[src/rtl/pcc_pkg.sv]
package pcc_pkg;
  typedef enum logic { CLR_SYNC = 1'b0, CLR_ASYNC = 1'b1 } clr_mode_e;
endpackage

[src/rtl/pcc_rst_sync.sv]
module pcc_rst_sync (
  input  logic clk,
  input  logic rst_n,
  output logic rst_q_n
);
  logic meta_q;

  always_ff @(posedge clk or negedge rst_n) begin
    if (!rst_n) begin
      meta_q  <= 1'b0;
      rst_q_n <= 1'b0;
    end else begin
      meta_q  <= 1'b1;
      rst_q_n <= meta_q;
    end
  end
endmodule

[src/rtl/pcc_next.sv]
module pcc_next #(
  parameter int CNT_W   = 4,
  parameter int MODULUS = 16
) (
  input  logic [CNT_W-1:0] cur,
  input  logic             sclr_n,
  input  logic             load_n,
  input  logic             en_par,
  input  logic             en_trk,
  input  logic [CNT_W-1:0] din,
  output logic [CNT_W-1:0] nxt,
  output logic             upd
);
  localparam logic [CNT_W-1:0] LAST = CNT_W'(MODULUS - 1);

  logic count_go;
  logic at_wrap;

  assign count_go = en_par & en_trk;
  assign at_wrap  = (cur >= LAST);

  // priority: clear, load, count, hold
  always_comb begin
    nxt = cur;
    upd = 1'b0;
    if (!sclr_n) begin
      nxt = '0;
      upd = 1'b1;
    end else if (!load_n) begin
      nxt = din;
      upd = 1'b1;
    end else if (count_go) begin
      nxt = at_wrap ? '0 : cur + CNT_W'(1);
      upd = 1'b1;
    end
  end
endmodule

[src/rtl/pcc_carry.sv]
module pcc_carry #(
  parameter int CNT_W   = 4,
  parameter int MODULUS = 16
) (
  input  logic [CNT_W-1:0] cur,
  input  logic             en_trk,
  output logic             carry
);
  localparam logic [CNT_W-1:0] LAST = CNT_W'(MODULUS - 1);

  assign carry = en_trk & (cur == LAST);
endmodule

[src/rtl/preset_count_cell.sv]
module preset_count_cell
  import pcc_pkg::*;
#(
  parameter int        CNT_W    = 4,
  parameter int        MODULUS  = 16,
  parameter clr_mode_e CLR_MODE = CLR_SYNC
) (
  input  logic             clk,
  input  logic             rst_n,
  input  logic             clr_n,
  input  logic             load_n,
  input  logic             en_par,
  input  logic             en_trk,
  input  logic [CNT_W-1:0] din,
  output logic [CNT_W-1:0] count,
  output logic             carry
);
  localparam logic [CNT_W-1:0] LAST  = CNT_W'(MODULUS - 1);
  localparam bit               ASYNC = (CLR_MODE == CLR_ASYNC);

  logic             rst_q_n;
  logic             arst_n;
  logic             sclr_n;
  logic [CNT_W-1:0] cnt_q;
  logic [CNT_W-1:0] cnt_d;
  logic             cnt_upd;

  pcc_rst_sync u_rst_sync (
    .clk     (clk),
    .rst_n   (rst_n),
    .rst_q_n (rst_q_n)
  );

  generate
    if (ASYNC) begin : g_aclr
      assign arst_n = rst_q_n & clr_n;
      assign sclr_n = 1'b1;
    end else begin : g_sclr
      assign arst_n = rst_q_n;
      assign sclr_n = clr_n;
    end
  endgenerate

  pcc_next #(.CNT_W(CNT_W), .MODULUS(MODULUS)) u_next (
    .cur    (cnt_q),
    .sclr_n (sclr_n),
    .load_n (load_n),
    .en_par (en_par),
    .en_trk (en_trk),
    .din    (din),
    .nxt    (cnt_d),
    .upd    (cnt_upd)
  );

  always_ff @(posedge clk or negedge arst_n) begin
    if (!arst_n) cnt_q <= '0;
    else if (cnt_upd) cnt_q <= cnt_d;
  end

  pcc_carry #(.CNT_W(CNT_W), .MODULUS(MODULUS)) u_carry (
    .cur    (cnt_q),
    .en_trk (en_trk),
    .carry  (carry)
  );

  assign count = cnt_q;


  a_r1_reset_zero: assert property (@(posedge clk) !rst_n |-> (count == '0 && !carry));

  // counting step with wrap
  a_r2_advance: assert property (@(posedge clk) disable iff (!rst_q_n)
    (clr_n && load_n && en_par && en_trk) |=>
      (count == (($past(count) >= LAST) ? '0 : $past(count) + CNT_W'(1))) || (ASYNC && count == '0));


  a_r3_hold: assert property (@(posedge clk) disable iff (!rst_q_n)
    (clr_n && load_n && !(en_par && en_trk)) |=> (count == $past(count)) || (ASYNC && count == '0));


  a_r4_load: assert property (@(posedge clk) disable iff (!rst_q_n)
    (clr_n && !load_n) |=> (count == $past(din)) || (ASYNC && count == '0));


  a_r5_sync_clear: assert property (@(posedge clk) disable iff (!rst_q_n)
    (!ASYNC && !clr_n) |=> count == '0);


  a_r6_async_clear: assert property (@(posedge clk) disable iff (!rst_n)
    (ASYNC && !clr_n) |-> count == '0);


  a_r7_carry_needs_trk: assert property (@(posedge clk) disable iff (!rst_n)
    !en_trk |-> !carry);
  a_r7_carry_at_last: assert property (@(posedge clk) disable iff (!rst_n)
    carry |-> count == LAST);

  // out-of-range value never raises carry
  a_r8_no_carry_over: assert property (@(posedge clk) disable iff (!rst_n)
    (count > LAST) |-> !carry);
endmodule

[config.mk]
export PLATFORM = sky130hd
export DESIGN_NAME = preset_count_cell
export DESIGN_NICKNAME = d
export VERILOG_FILES = /design/src/rtl/pcc_pkg.sv /design/src/rtl/pcc_rst_sync.sv /design/src/rtl/pcc_next.sv /design/src/rtl/pcc_carry.sv /design/src/rtl/preset_count_cell.sv
export SDC_FILE = /design/constraint.sdc
export NUM_CORES = 1
export LEC_CHECK = 0
export ABC_AREA = 1
export BUFFER_PORTS_ARGS = -buffer_cell sky130_fd_sc_hd__buf_4
export CORE_AREA = 2 2 39 41
export DETAILED_ROUTE_END_ITERATION = 8
export DIE_AREA = 0 0 41 43
export GPL_ROUTABILITY_DRIVEN = 0
export GPL_TIMING_DRIVEN = 0
export MAX_ROUTING_LAYER = met4
export PLACE_DENSITY_LB_ADDON = 0.05
export SLEW_MARGIN = 20
export SYNTH_ARGS = -nofsm -noshare
export SYNTH_HDL_FRONTEND = slang
export SYNTH_SLANG_ARGS = --single-unit
[constraint.sdc]
create_clock -name clk -period 1.25 [get_ports clk]
set_input_delay 0.375 -clock clk [delete_from_list [all_inputs] [get_ports clk]]
set_output_delay 0.375 -clock clk [all_outputs]
set_load 0.01 [all_outputs]
Yosys cells after proc, flatten, opt, wreduce, memory -nomap -nowiden
Cells that the tools add are included.
{"block": "totals", "ram_bits": 0, "regBits": 6, "latchBits": 0, "output_inout_bits": 5, "elab_cells": 17, "mem_bits_ro": 0, "input_bits": 10, "n_memories": 0}
{"block": "classes", "muxes": 7, "n_mul": 0, "shifts": 0, "add_sub_neg": 1, "bitwise": 2, "magnitude_cmp": 1, "eq_ne": 2, "n_div": 0, "reduce_logical": 1}
{"operator": "$mux W4", "count": 4}
{"operator": "$add A4 B1 Y4 const B", "count": 1}
{"operator": "$eq A4 B4 Y1 const B", "count": 1}
{"operator": "$ge A4 B4 Y1 const B", "count": 1}
{"operator": "$mux W1", "count": 3}
{"operator": "$ne A3 B2 Y1 const B", "count": 1}
{"operator": "$and A1 B1 Y1", "count": 2}
{"operator": "$reduce_and A2 Y1", "count": 1}

Longest topological paths before layout
Gate-level depths: netlist of run 1.
{"block": "logic_depth", "depth_word": 5, "mapped_depth": 8, "ltp_nobuf": 8}

Modules after synthesis
A second synthesis of run 1 with hierarchy kept.
{"block": "unflattened", "cells_unflattened": 53, "area_unflattened_um2": 371.6}
{"module": "pcc_next", "instances": 1, "cells_per_inst": 30, "area_each_um2": 156.4, "seq_area_each_um2": 0.0}
{"module": "preset_count_cell", "instances": 1, "cells_per_inst": 17, "area_each_um2": 148.9, "seq_area_each_um2": 100.1}
{"module": "pcc_rst_sync", "instances": 1, "cells_per_inst": 3, "area_each_um2": 53.8, "seq_area_each_um2": 50.0}
{"module": "pcc_carry", "instances": 1, "cells_per_inst": 3, "area_each_um2": 12.5, "seq_area_each_um2": 0.0}

Worst setup path after synthesis of run 1
Ideal clock, no wire load.
{"block": "synth_path", "path_kind": "register -> output", "from": "register cnt_q[0] (netlist: count[0])", "to": "output carry", "setup_slack_ns": -0.035, "path_buffers": 0, "arrival_ns": 0.910, "stages_incl_launch_ff": 4, "required_time_ns": 0.875, "cell_sequence": "dfrtp_1 > ha_1 > nand3_2 > nor2_1"}
{"block": "synth_between", "elab_chain_cells": 2}
{"element": "from (decl)", "line": "preset_count_cell.sv:24", "text": "logic [CNT_W-1:0] cnt_q;"}
{"element": "from (signal assigned)", "line": "preset_count_cell.sv:57", "text": "else if (cnt_upd) cnt_q <= cnt_d;"}
{"element": "$eq A4 B4 Y1", "line": "pcc_carry.sv:11", "text": "assign carry = en_trk & (cur == LAST);"}
{"element": "$and A1 B1 Y1", "line": "pcc_carry.sv:11"}
{"element": "to (decl)", "line": "preset_count_cell.sv:16", "text": "output logic carry"}
No other way between the ends.

Worst setup path in the final report of run 1
Ends and elaborated chain as after synthesis.

==> results of run 1 <==
critical path, delay by kind of cell (launching register included):
family / cells / cell delay, ps
simple gates: 2 / 110
flops: 1 / 430
buf+inv: 1 / 130
fa+ha+maj: 1 / 180
repair_timing:
action,CTS,global route
hold buffers,1,0
setup endpoints to repair,1,6
setup buffers,3,1
resized for setup,4,3
endpoints found under the hold margin,2,0
pin swaps,1,1
cloned,0,0
state kept, by name, indices dropped and copies added (netlist names):
name,flops
count,4
u_rst_sync.meta_q,1
u_rst_sync.rst_q_n,1
synth_stat cells, drive strengths merged:
cell type / count
nand4: 1
xor2: 1
nor2: 3
o21ai: 3
ha: 1
nand2: 18
conb: 1
nand3: 3
inv: 6
mux2i: 1
dfrtp: 6
report_power, final:
group	total (mW)	switching, mW	internal [mW]
Combinational	0.126	0.0541	0.0716
Sequential	0.234	0.0219	0.212
Clock	0.186	0.0649	0.121
Total	0.545	0.141	0.404
cell families after synthesis:
group           synth area share
other cells              0.01144
fa+ha+maj                0.03816
compound gates           0.04579
simple gates              0.3206
xor+xnor                 0.02672
mux                      0.03054
flops                     0.4580
buf+inv                  0.06870
through the flow:
step                      instance area [um^2]  worst slack [ps]  setup TNS, ps
after floorplan                          331.6             13.14              0
after global placement                   456.7            -59.14         -59.14
after detailed placement                 456.7            -57.07         -57.07
after CTS                                536.8            -214.9         -381.2
after global routing                     549.3            -267.4         -499.6
final                                    549.3            -210.2         -350.5
worst max path at each step:
| stage | depth (start not counted) | to | from | slack (ps) |
|---|---|---|---|---|
| after CTS | 4 | carry | count[0]$_DFFE_PN0P_ | -210 |
| after global routing | 4 | carry | count[0]$_DFFE_PN0P_ | -270 |
| after floorplan | 3 | carry | count[1]$_DFFE_PN0P_ | 10 |
| final | 4 | carry | count[0]$_DFFE_PN0P_ | -210 |
| after global placement | 4 | carry | count[1]$_DFFE_PN0P_ | -60 |
| after detailed placement | 4 | carry | count[1]$_DFFE_PN0P_ | -60 |
layer usage:
| layer | routed length (um) | up-vias | GRT usage |
|---|---|---|---|
| met5 | 0 | - | - |
| met2 | 412 | 6 | 0.1656 |
| li1 | - | 181 | - |
| met3 | 32 | 0 | 0.01571 |
| met1 | 327 | 153 | 0.1358 |
| met4 | 0 | 0 | 0.08000 |
final cells by class:
| cell class | instances | area share |
|---|---|---|
| Clock buffer | 4 | 0.04784 |
| Tap cell | 16 | 0.03645 |
| Multi-Input combinational cell | 32 | 0.3235 |
| Sequential cell | 6 | 0.2802 |
| Inverter | 6 | 0.04100 |
| Timing Repair Buffer | 19 | 0.2711 |
==> impl_metrics.csv, run 1 <==
group,metric,value,unit
floorplan,die_x,41,um
synthesis,synth_area_leaders,"dfrtp_1 46%, nand2_1 21%, inv_1 6.9%, o21ai_0 4.6%, ha_1 3.8%",
power_and_ir_drop,p_total,0.5453,mW
critical_path,r2r-start,"count[0]$_DFFE_PN0P_",
clocking,clkLatencyLatePin,240,ps
cells_and_area,layout_common_cells,"18 x nand2_1, 17 x buf_4, 6 x inv_1",
job,cap_violations,0,
route,drtIter0Drc,4,
route,drc,0,
critical_path,slowest_stage,"dfrtp_2",
place,placed_cells,74,
clocking,cts_sinks,6,
timing,max_freq,684.9,MHz
timing,fin_crit,1460,ps
clocking,cts_tree,"done",
timing,setup_viol,3,
clocking,root_buffer,"clkbuf_4",
cells_and_area,area_growth,67.56,%
clocking,numCtsBuffers,3,
synthesis,synth_cell_type_count,12,
clocking,h-tree-depth,1,
timing,skew,6.304,ps
critical_path,path_cells,"ha_4, nand3_4, nor2_2, buf_4",
cells_and_area,final_common_cell,"nand2_1",
place,place_hpwl,599,um
floorplan,start_util,0.2369,
critical_path,cp.required,880,ps
floorplan,pin_count,15,
critical_path,critPathCaptureType,"output port",
grt,grt_pass1_wl,1297,um
route,vias,340,
status,violations,"setup timing",
grt,grt_usage,0.1132,
cells_and_area,ff_latch_area,153.9,um^2
power_and_ir_drop,irDropWorstVdd,0.4477,mV
critical_path,cpPeakStageDelay,430,ps
critical_path,critPathArrivalTime,1090,ps
cells_and_area,fill_cells,170,
timing,fin_ws,-210.2,ps
route,wirelength,772,um
cells_and_area,multiInputGateArea,177.7,um^2
critical_path,reg2reg_to,"count[2]$_DFFE_PN0P_",
cells_and_area,n_antenna_cell,0,
critical_path,cp_max_fo,2,
critical_path,critPathKind,"register to output port",
power_and_ir_drop,powerDensity,992.8,mW/mm^2
clocking,clk_pin_slew,50,ps
floorplan,die-area,0.001763,mm^2
power_and_ir_drop,leakage,0.3031,nW
grt,grt_pass1_vias,328,
synthesis,syn_area,327.8,um^2
timing,slew_violations,0,
synthesis,yosysSeqAreaShare,0.4580,
critical_path,reg2reg_depth,5,
clocking,clk_path_buf_depth,2,
timing,hold_ws,45.67,ps
timing,min_period_over_period,1.168,
synthesis,synthCells,44,
critical_path,rrSetupSlack,70,ps
grt,antenna_found_initial,0,
floorplan,die_h,43,um
timing,hold_viol_final,0,
synthesis,synth.avg_cell_area,7.450,um^2
timing,rsz0062_at_grt,"yes",
grt,grt_max_degree,7,
grt,gr-total-overflow,0,
synthesis,netlist.area_leader.share,0.4580,
place,port_buffers,14,
route,vias_per_cell,4.096,
synthesis,syn_nets,55,
floorplan,core-area,0.001384,mm^2
synthesis,yosysWarnings,0,
synthesis,yosysTopAreaCell,"dfrtp_1",
hold_path,hold_class,"register to asynchronous set/reset pin",
cells_and_area,final_cells,83,
floorplan,rows,14,
cells_and_area,fin_nets,79,
synthesis,ys_ff_latch,6,
route,first_pass_iters,2,
cells_and_area,utilization,0.3969,
route,antenna_left,0,
cells_and_area,drive_above_1_share,0.4030,
critical_path,worst_setup_path_start_kind,"register",
status,status,"complete, but fails checks",
route,routedWlPerCell,9.301,um
Note: power is estimated with default switching activity, not from simulation.
==> inputs of run 2 (changes only) <==
--- a/config.mk
+++ b/config.mk
@@ -12,3 +12,2 @@
 export DIE_AREA = 0 0 41 43
-export GPL_ROUTABILITY_DRIVEN = 0
 export GPL_TIMING_DRIVEN = 0
--- a/constraint.sdc
+++ b/constraint.sdc
@@ -3,2 +3,2 @@
 set_output_delay 0.375 -clock clk [all_outputs]
-set_load 0.01 [all_outputs]
+set_load 0.005 [all_outputs]
==> impl_metrics.csv, run 2 (same netlist as run 1, synthesis figures left out) <==
group,metric,value,unit
critical_path,critPathArrivalTime,1060,ps
place,gp_congestion,0.6370,
route,first_pass_iters,2,
critical_path,path_cells,"ha_2, nand3_2, nor2_1, buf_4",
clocking,root_buffer,"clkbuf_4",
route,drc,0,
critical_path,cp.required,880,ps
timing,skew,1.123,ps
timing,max_freq,696.5,MHz
place,place_hpwl,586.6,um
route,drtIter0Drc,2,
cells_and_area,largest_reg_flops,4,
cells_and_area,drive_above_1_share,0.3538,
floorplan,die_h,43,um
floorplan,rows,14,
status,status,"complete, but fails checks",
floorplan,start_util,0.2369,
status,violations,"setup timing",
power_and_ir_drop,leakage,0.2978,nW
hold_path,hold_class,"register to asynchronous set/reset pin",
cells_and_area,n_antenna_cell,0,
critical_path,slowest_stage,"dfrtp_1",
clocking,h-tree-depth,1,
timing,hold_viol_final,0,
clocking,cts_tree,"done",
cells_and_area,final_common_cell,"nand2_1",
timing,fin_crit,1436,ps
clocking,clkLatencyLatePin,230,ps
cells_and_area,layout_common_cells,"18 x nand2_1, 17 x buf_4, 6 x inv_1",
floorplan,die_x,41,um
critical_path,worst-path-buf-inv,1,
place,dp_slack,-74.04,ps
route,vias_per_cell,4.025,
timing,setup_viol,3,
grt,grt_usage,0.1101,
place,port_buffers,14,
power_and_ir_drop,powerDensity,978.5,mW/mm^2
clocking,clk_path_buf_depth,2,
timing,fin_ws,-185.7,ps
clocking,cts_sinks,6,
grt,gr-total-overflow,0,
timing,rsz0062_at_grt,"yes",
floorplan,pin_count,15,
critical_path,cp_max_fo,2,
timing,slew_violations,0,
timing,setup_tns,-217.8,ps
critical_path,critPathKind,"register to output port",
clocking,numCtsBuffers,3,
cells_and_area,area_growth,56.11,%
power_and_ir_drop,irDropWorstVdd,0.4954,mV
clocking,clk_pin_slew,40,ps
critical_path,critPathTopFamily,"flip-flops",
timing,min_period_over_period,1.149,
critical_path,critPathCaptureType,"output port",
grt,grt_max_degree,7,
floorplan,core-area,0.001384,mm^2
floorplan,die-area,0.001763,mm^2
route,vias,326,
critical_path,worst_setup_path_start_kind,"register",
route,wirelength,677,um
grt,grt_pass1_vias,330,
job,cap_violations,0,
route,antenna_left,0,
cells_and_area,fin_nets,78,
critical_path,cpPeakStageDelay,350,ps
grt,grt_pass1_wl,1255,um
route,routedWlPerCell,8.358,um
grt,antenna_found_initial,0,
-- run 2: cell types whose count changed in the layout (fill, tap and decap cells not counted), sizes merged --
cell | before | now
buf | 18 | 17
clkbuf | 4 | 3
-- run 2: path summary, 6_finish.rpt --
check	startpoint	to	slack, ps	cells after the start
hold reg to reg	u_rst_sync.rst_q_n$_DFF_PN0_	count[0]$_DFFE_PN0P_	50	0
min in group clk	u_rst_sync.meta_q$_DFF_PN0_	u_rst_sync.rst_q_n$_DFF_PN0_	350	0
max in group asynchronous	rst_n	u_rst_sync.rst_q_n$_DFF_PN0_	700	2
hold / removal	u_rst_sync.rst_q_n$_DFF_PN0_	count[0]$_DFFE_PN0P_	50	0
setup reg to reg	count[1]$_DFFE_PN0P_	count[2]$_DFFE_PN0P_	80	5
setup / recovery	count[1]$_DFFE_PN0P_	carry	-190	4
-- run 2: through the flow --
step	area [um^2]	hold WS [ps]	total power [mW]	std cells	util
CTS	510.5	63.46	0.5130	81	0.3689
detailed placement	452.9	60.44	0.3255	74	0.3273
global route	511.7	86.82	0.5513	81	0.3698
floorplan	327.8	40.29	0.2695	44	-
global placement	452.9	64.09	0.3262	74	0.3273
finish	511.7	54.74	0.5008	81	0.3698
-- run 2: power breakdown --
part           internal, mW  switching [mW]
clock network         0.108          0.0564
registers             0.211          0.0159
logic                0.0634          0.0460
total                 0.382           0.118
-- run 2: layout make-up --
| class | count | area, um^2 |
|---|---|---|
| fill | 164 | 872.1 |
| multi-input combinational | 32 | 157.7 |
| sequential | 6 | 151.4 |
| timing repair buffer | 18 | 137.6 |
| clock buffer | 3 | 22.52 |
| inverter | 6 | 22.52 |
| tap | 16 | 20.02 |
-- run 2: worst reg2reg max path, delay by kind of cell, from the launching register on --
kind | cells | cell delay, ps
adders and majority gates | 1 | 200
buffers and inverters | 1 | 130
DFF | 1 | 380
AOI/OAI and AO/OA | 1 | 140
and+or+nand+nor | 1 | 70
xor gates and xnor gates | 1 | 130
-- run 2: layer usage --
layer,track usage,vias up,wire length (um)
met1,0.1258,143,281
met5,-,-,0
met4,0.08000,0,0
li1,-,177,-
met3,0.03141,0,38
met2,0.1563,6,357
-- run 2: repair_timing --
action / in CTS / in global routing
pin swaps: 1 / 0
buffers inserted: 3 / 0
hold buffers: 1 / 0
endpoints found under the hold margin: 2 / 0
gates resized for setup: 1 / 2
setup endpoints to repair: 1 / 5
==> inputs of run 3 (changes only) <==
Settings changed: PLACE_DENSITY_LB_ADDON 0.05 to 0.1, SYNTH_HIERARCHICAL set to 1.
==> impl_metrics.csv, run 3 <==
group,metric,value,unit
status,status,"complete, but fails checks",
status,violations,"setup timing",
job,cap_violations,0,
power_and_ir_drop,power_frac_seq,0.422,
synthesis,ys_ff_latch,6,
cells_and_area,utilization,0.4602,
timing,max_freq,771.6,MHz
power_and_ir_drop,leakage,0.3216,nW
floorplan,core-area,0.001384,mm^2
route,drc,0,
route,wirelength,955,um
critical_path,path_cells,"nand3_1, nor2_1, buf_4",
critical_path,cp_max_fo,3,
cells_and_area,largest_reg_flops,4,
floorplan,die_x,41,um
cells_and_area,n_antenna_cell,0,
synthesis,synth.avg_cell_area,7.011,um^2
timing,hold_viol_final,0,
critical_path,critPathKind,"register to output port",
hold_path,hold_class,"register to asynchronous set/reset pin",
timing,skew,2.075,ps
clocking,clk_path_buf_depth,2,
synthesis,yosysWarnings,6,
power_and_ir_drop,power_frac_comb,0.278,
synthesis,yosysSeqAreaShare,0.4040,
route,drtIter0Drc,1,
route,routedWlPerCell,9.948,um
timing,setup_viol,2,
power_and_ir_drop,irDropWorstVdd,0.4342,mV
route,first_pass_iters,2,
place,place_hpwl,652.2,um
power_and_ir_drop,p_int,0.4065,mW
synthesis,netlist.area_leader.share,0.4040,
clocking,clk_pin_slew,40,ps
floorplan,die-area,0.001763,mm^2
clocking,cts_tree,"done",
route,antenna_left,0,
grt,grt_pass1_wl,1518,um
grt,grt_pass1_vias,385,
place,gp_congestion,0.7367,
grt,grt_usage,0.1341,
clocking,clkLatencyLatePin,230,ps
synthesis,synth.most_common_cell,"nand2_1",
grt,grt_max_degree,7,
route,vias_per_cell,4.375,
synthesis,synthTopCellsByCount,"21 x nand2_1, 7 x nand3_1, 6 x dfrtp_1",
floorplan,rows,14,
power_and_ir_drop,powerDensity,857.5,mW/mm^2
synthesis,synthCells,53,
critical_path,cpPeakStageDelay,390,ps
synthesis,yosysTopAreaCell,"dfrtp_1",
synthesis,async_flop_share,1.000,
cells_and_area,fin_nets,93,
cells_and_area,layout_common_cells,"21 x nand2_1, 21 x buf_4, 6 x nand3_1",
timing,setup_tns,-91.75,ps
synthesis,syn_area,371.6,um^2
floorplan,pin_count,15,
cells_and_area,area_growth,71.38,%
critical_path,critPathTopFamily,"flip-flops",
critical_path,worst-path-buf-inv,1,
clocking,h-tree-depth,1,
critical_path,critPathArrivalTime,920,ps
critical_path,cp.required,880,ps
critical_path,slowest_stage,"dfrtp_1",
synthesis,synth_edf_count,0,
grt,antenna_found_initial,0,
place,port_buffers,14,
synthesis,synthFlopType,"dfrtp_1",
power_and_ir_drop,pwr-share-clk,0.300,
timing,rsz0062_at_grt,"yes",
timing,fin_ws,-45.97,ps
clocking,numCtsBuffers,3,
power_and_ir_drop,p_sw_frac,0.2557,
critical_path,critPathCaptureType,"output port",
clocking,root_buffer,"clkbuf_4",
synthesis,syn_nets,64,
floorplan,start_util,0.2685,
route,vias,420,
critical_path,rrSetupSlack,0,ps
synthesis,synth_area_leaders,"dfrtp_1 40%, nand2_1 21%, nand3_1 9.4%, a21oi_1 4.0%, nor2_1 4.0%",
clocking,cts_sinks,6,
grt,gr-total-overflow,0,
floorplan,die_h,43,um
critical_path,worst_setup_path_start_kind,"register",
cells_and_area,drive_above_1_share,0.4500,
timing,fin_crit,1296,ps
timing,min_period_over_period,1.037,
timing,slew_violations,0,
power_and_ir_drop,p_switching,0.1396,mW
synthesis,synth_cell_type_count,14,
run 3: changes by cell type after synthesis, sizes merged:
| cell | change |
|---|---|
| o211ai | +1 |
| o21ai | -2 |
| a21oi | +3 |
| o21bai | +1 |
| nand3 | +5 |
| nand4 | -1 |
| inv | -1 |
| nand2 | +3 |
| mux2i | -1 |
| nor2 | +1 |
run 3: stage by stage:
step	worst slack (ps)	power (mW)	cell area, um^2	cells	hold slack (ps)
after floorplan	20.28	0.2743	371.6	53	40.29
after global placement	-128.5	0.3335	496.7	83	59.30
after detailed placement	-112.3	0.3328	496.7	83	54.67
after CTS	-59.33	0.5517	616.8	95	55.06
after global routing	-116.9	0.5898	636.9	96	69.18
final	-45.97	0.5461	636.9	96	49.52
run 3: logic make-up (layout without fill, tap and decap cells):
kind of cell | Yosys count | count (layout) | synth area share
simple gates | 33 | 33 | 0.3737
compound gates | 6 | 6 | 0.1044
flops | 6 | 6 | 0.4040
buf+inv | 5 | 32 | 0.05051
fa+ha+maj | 1 | 1 | 0.03366
other cells | 1 | 1 | 0.01009
xor+xnor | 1 | 1 | 0.02357
run 3: layer usage:
layer,track usage,part of all wire,vias up
li1,-,-,224
met1,0.1362,0.39,190
met2,0.2188,0.57,6
met3,0.03141,0.037,0
met4,0.08000,0,0
met5,-,0,-
run 3: area by class of cell:
class / count / area (um^2)
clock buffer: 3 / 22.52
fill: 141 / 747.0
inverter: 5 / 18.77
multi-input combinational: 42 / 232.7
sequential: 6 / 152.6
tap: 16 / 20.02
timing repair buffer: 24 / 190.2
run 3: power groups by stage:
stage / clock network, mW / logic [mW] / registers [mW]
6_report: 0.164 / 0.152 / 0.230
5_1_grt: 0.189 / 0.167 / 0.233
4_1_cts: 0.177 / 0.144 / 0.230
3_5_place_dp: 0 / 0.0987 / 0.234
3_3_place_gp: 0 / 0.0990 / 0.235
2_1_floorplan: 0 / 0.0444 / 0.230
run 3: worst paths after layout:
kind | start | to | cells after the start
min reg2reg | u_rst_sync/rst_q_n$_DFF_PN0_ | count[2]$_DFFE_PN0P_ | 0
max in group asynchronous | rst_n | u_rst_sync/meta_q$_DFF_PN0_ | 2
min in group clk | u_rst_sync/meta_q$_DFF_PN0_ | u_rst_sync/rst_q_n$_DFF_PN0_ | 0
max reg2reg | count[3]$_DFFE_PN0P_ | count[3]$_DFFE_PN0P_ | 7
min | u_rst_sync/rst_q_n$_DFF_PN0_ | count[2]$_DFFE_PN0P_ | 0
max | count[3]$_DFFE_PN0P_ | carry | 3
run 3: worst reg2reg max path: cells and delay by family (launching register included):
family	cells	cell delay (ps)
flops	1	400
compound gates	2	230
simple gates	3	200
buf+inv	2	290
run 3: timing repair:
item,in CTS,in global routing
setup buffers,8,1
endpoints found under the hold margin,2,0
resized for setup,7,3
pin swaps,8,9
hold buffers,1,0
setup endpoints to repair,4,6
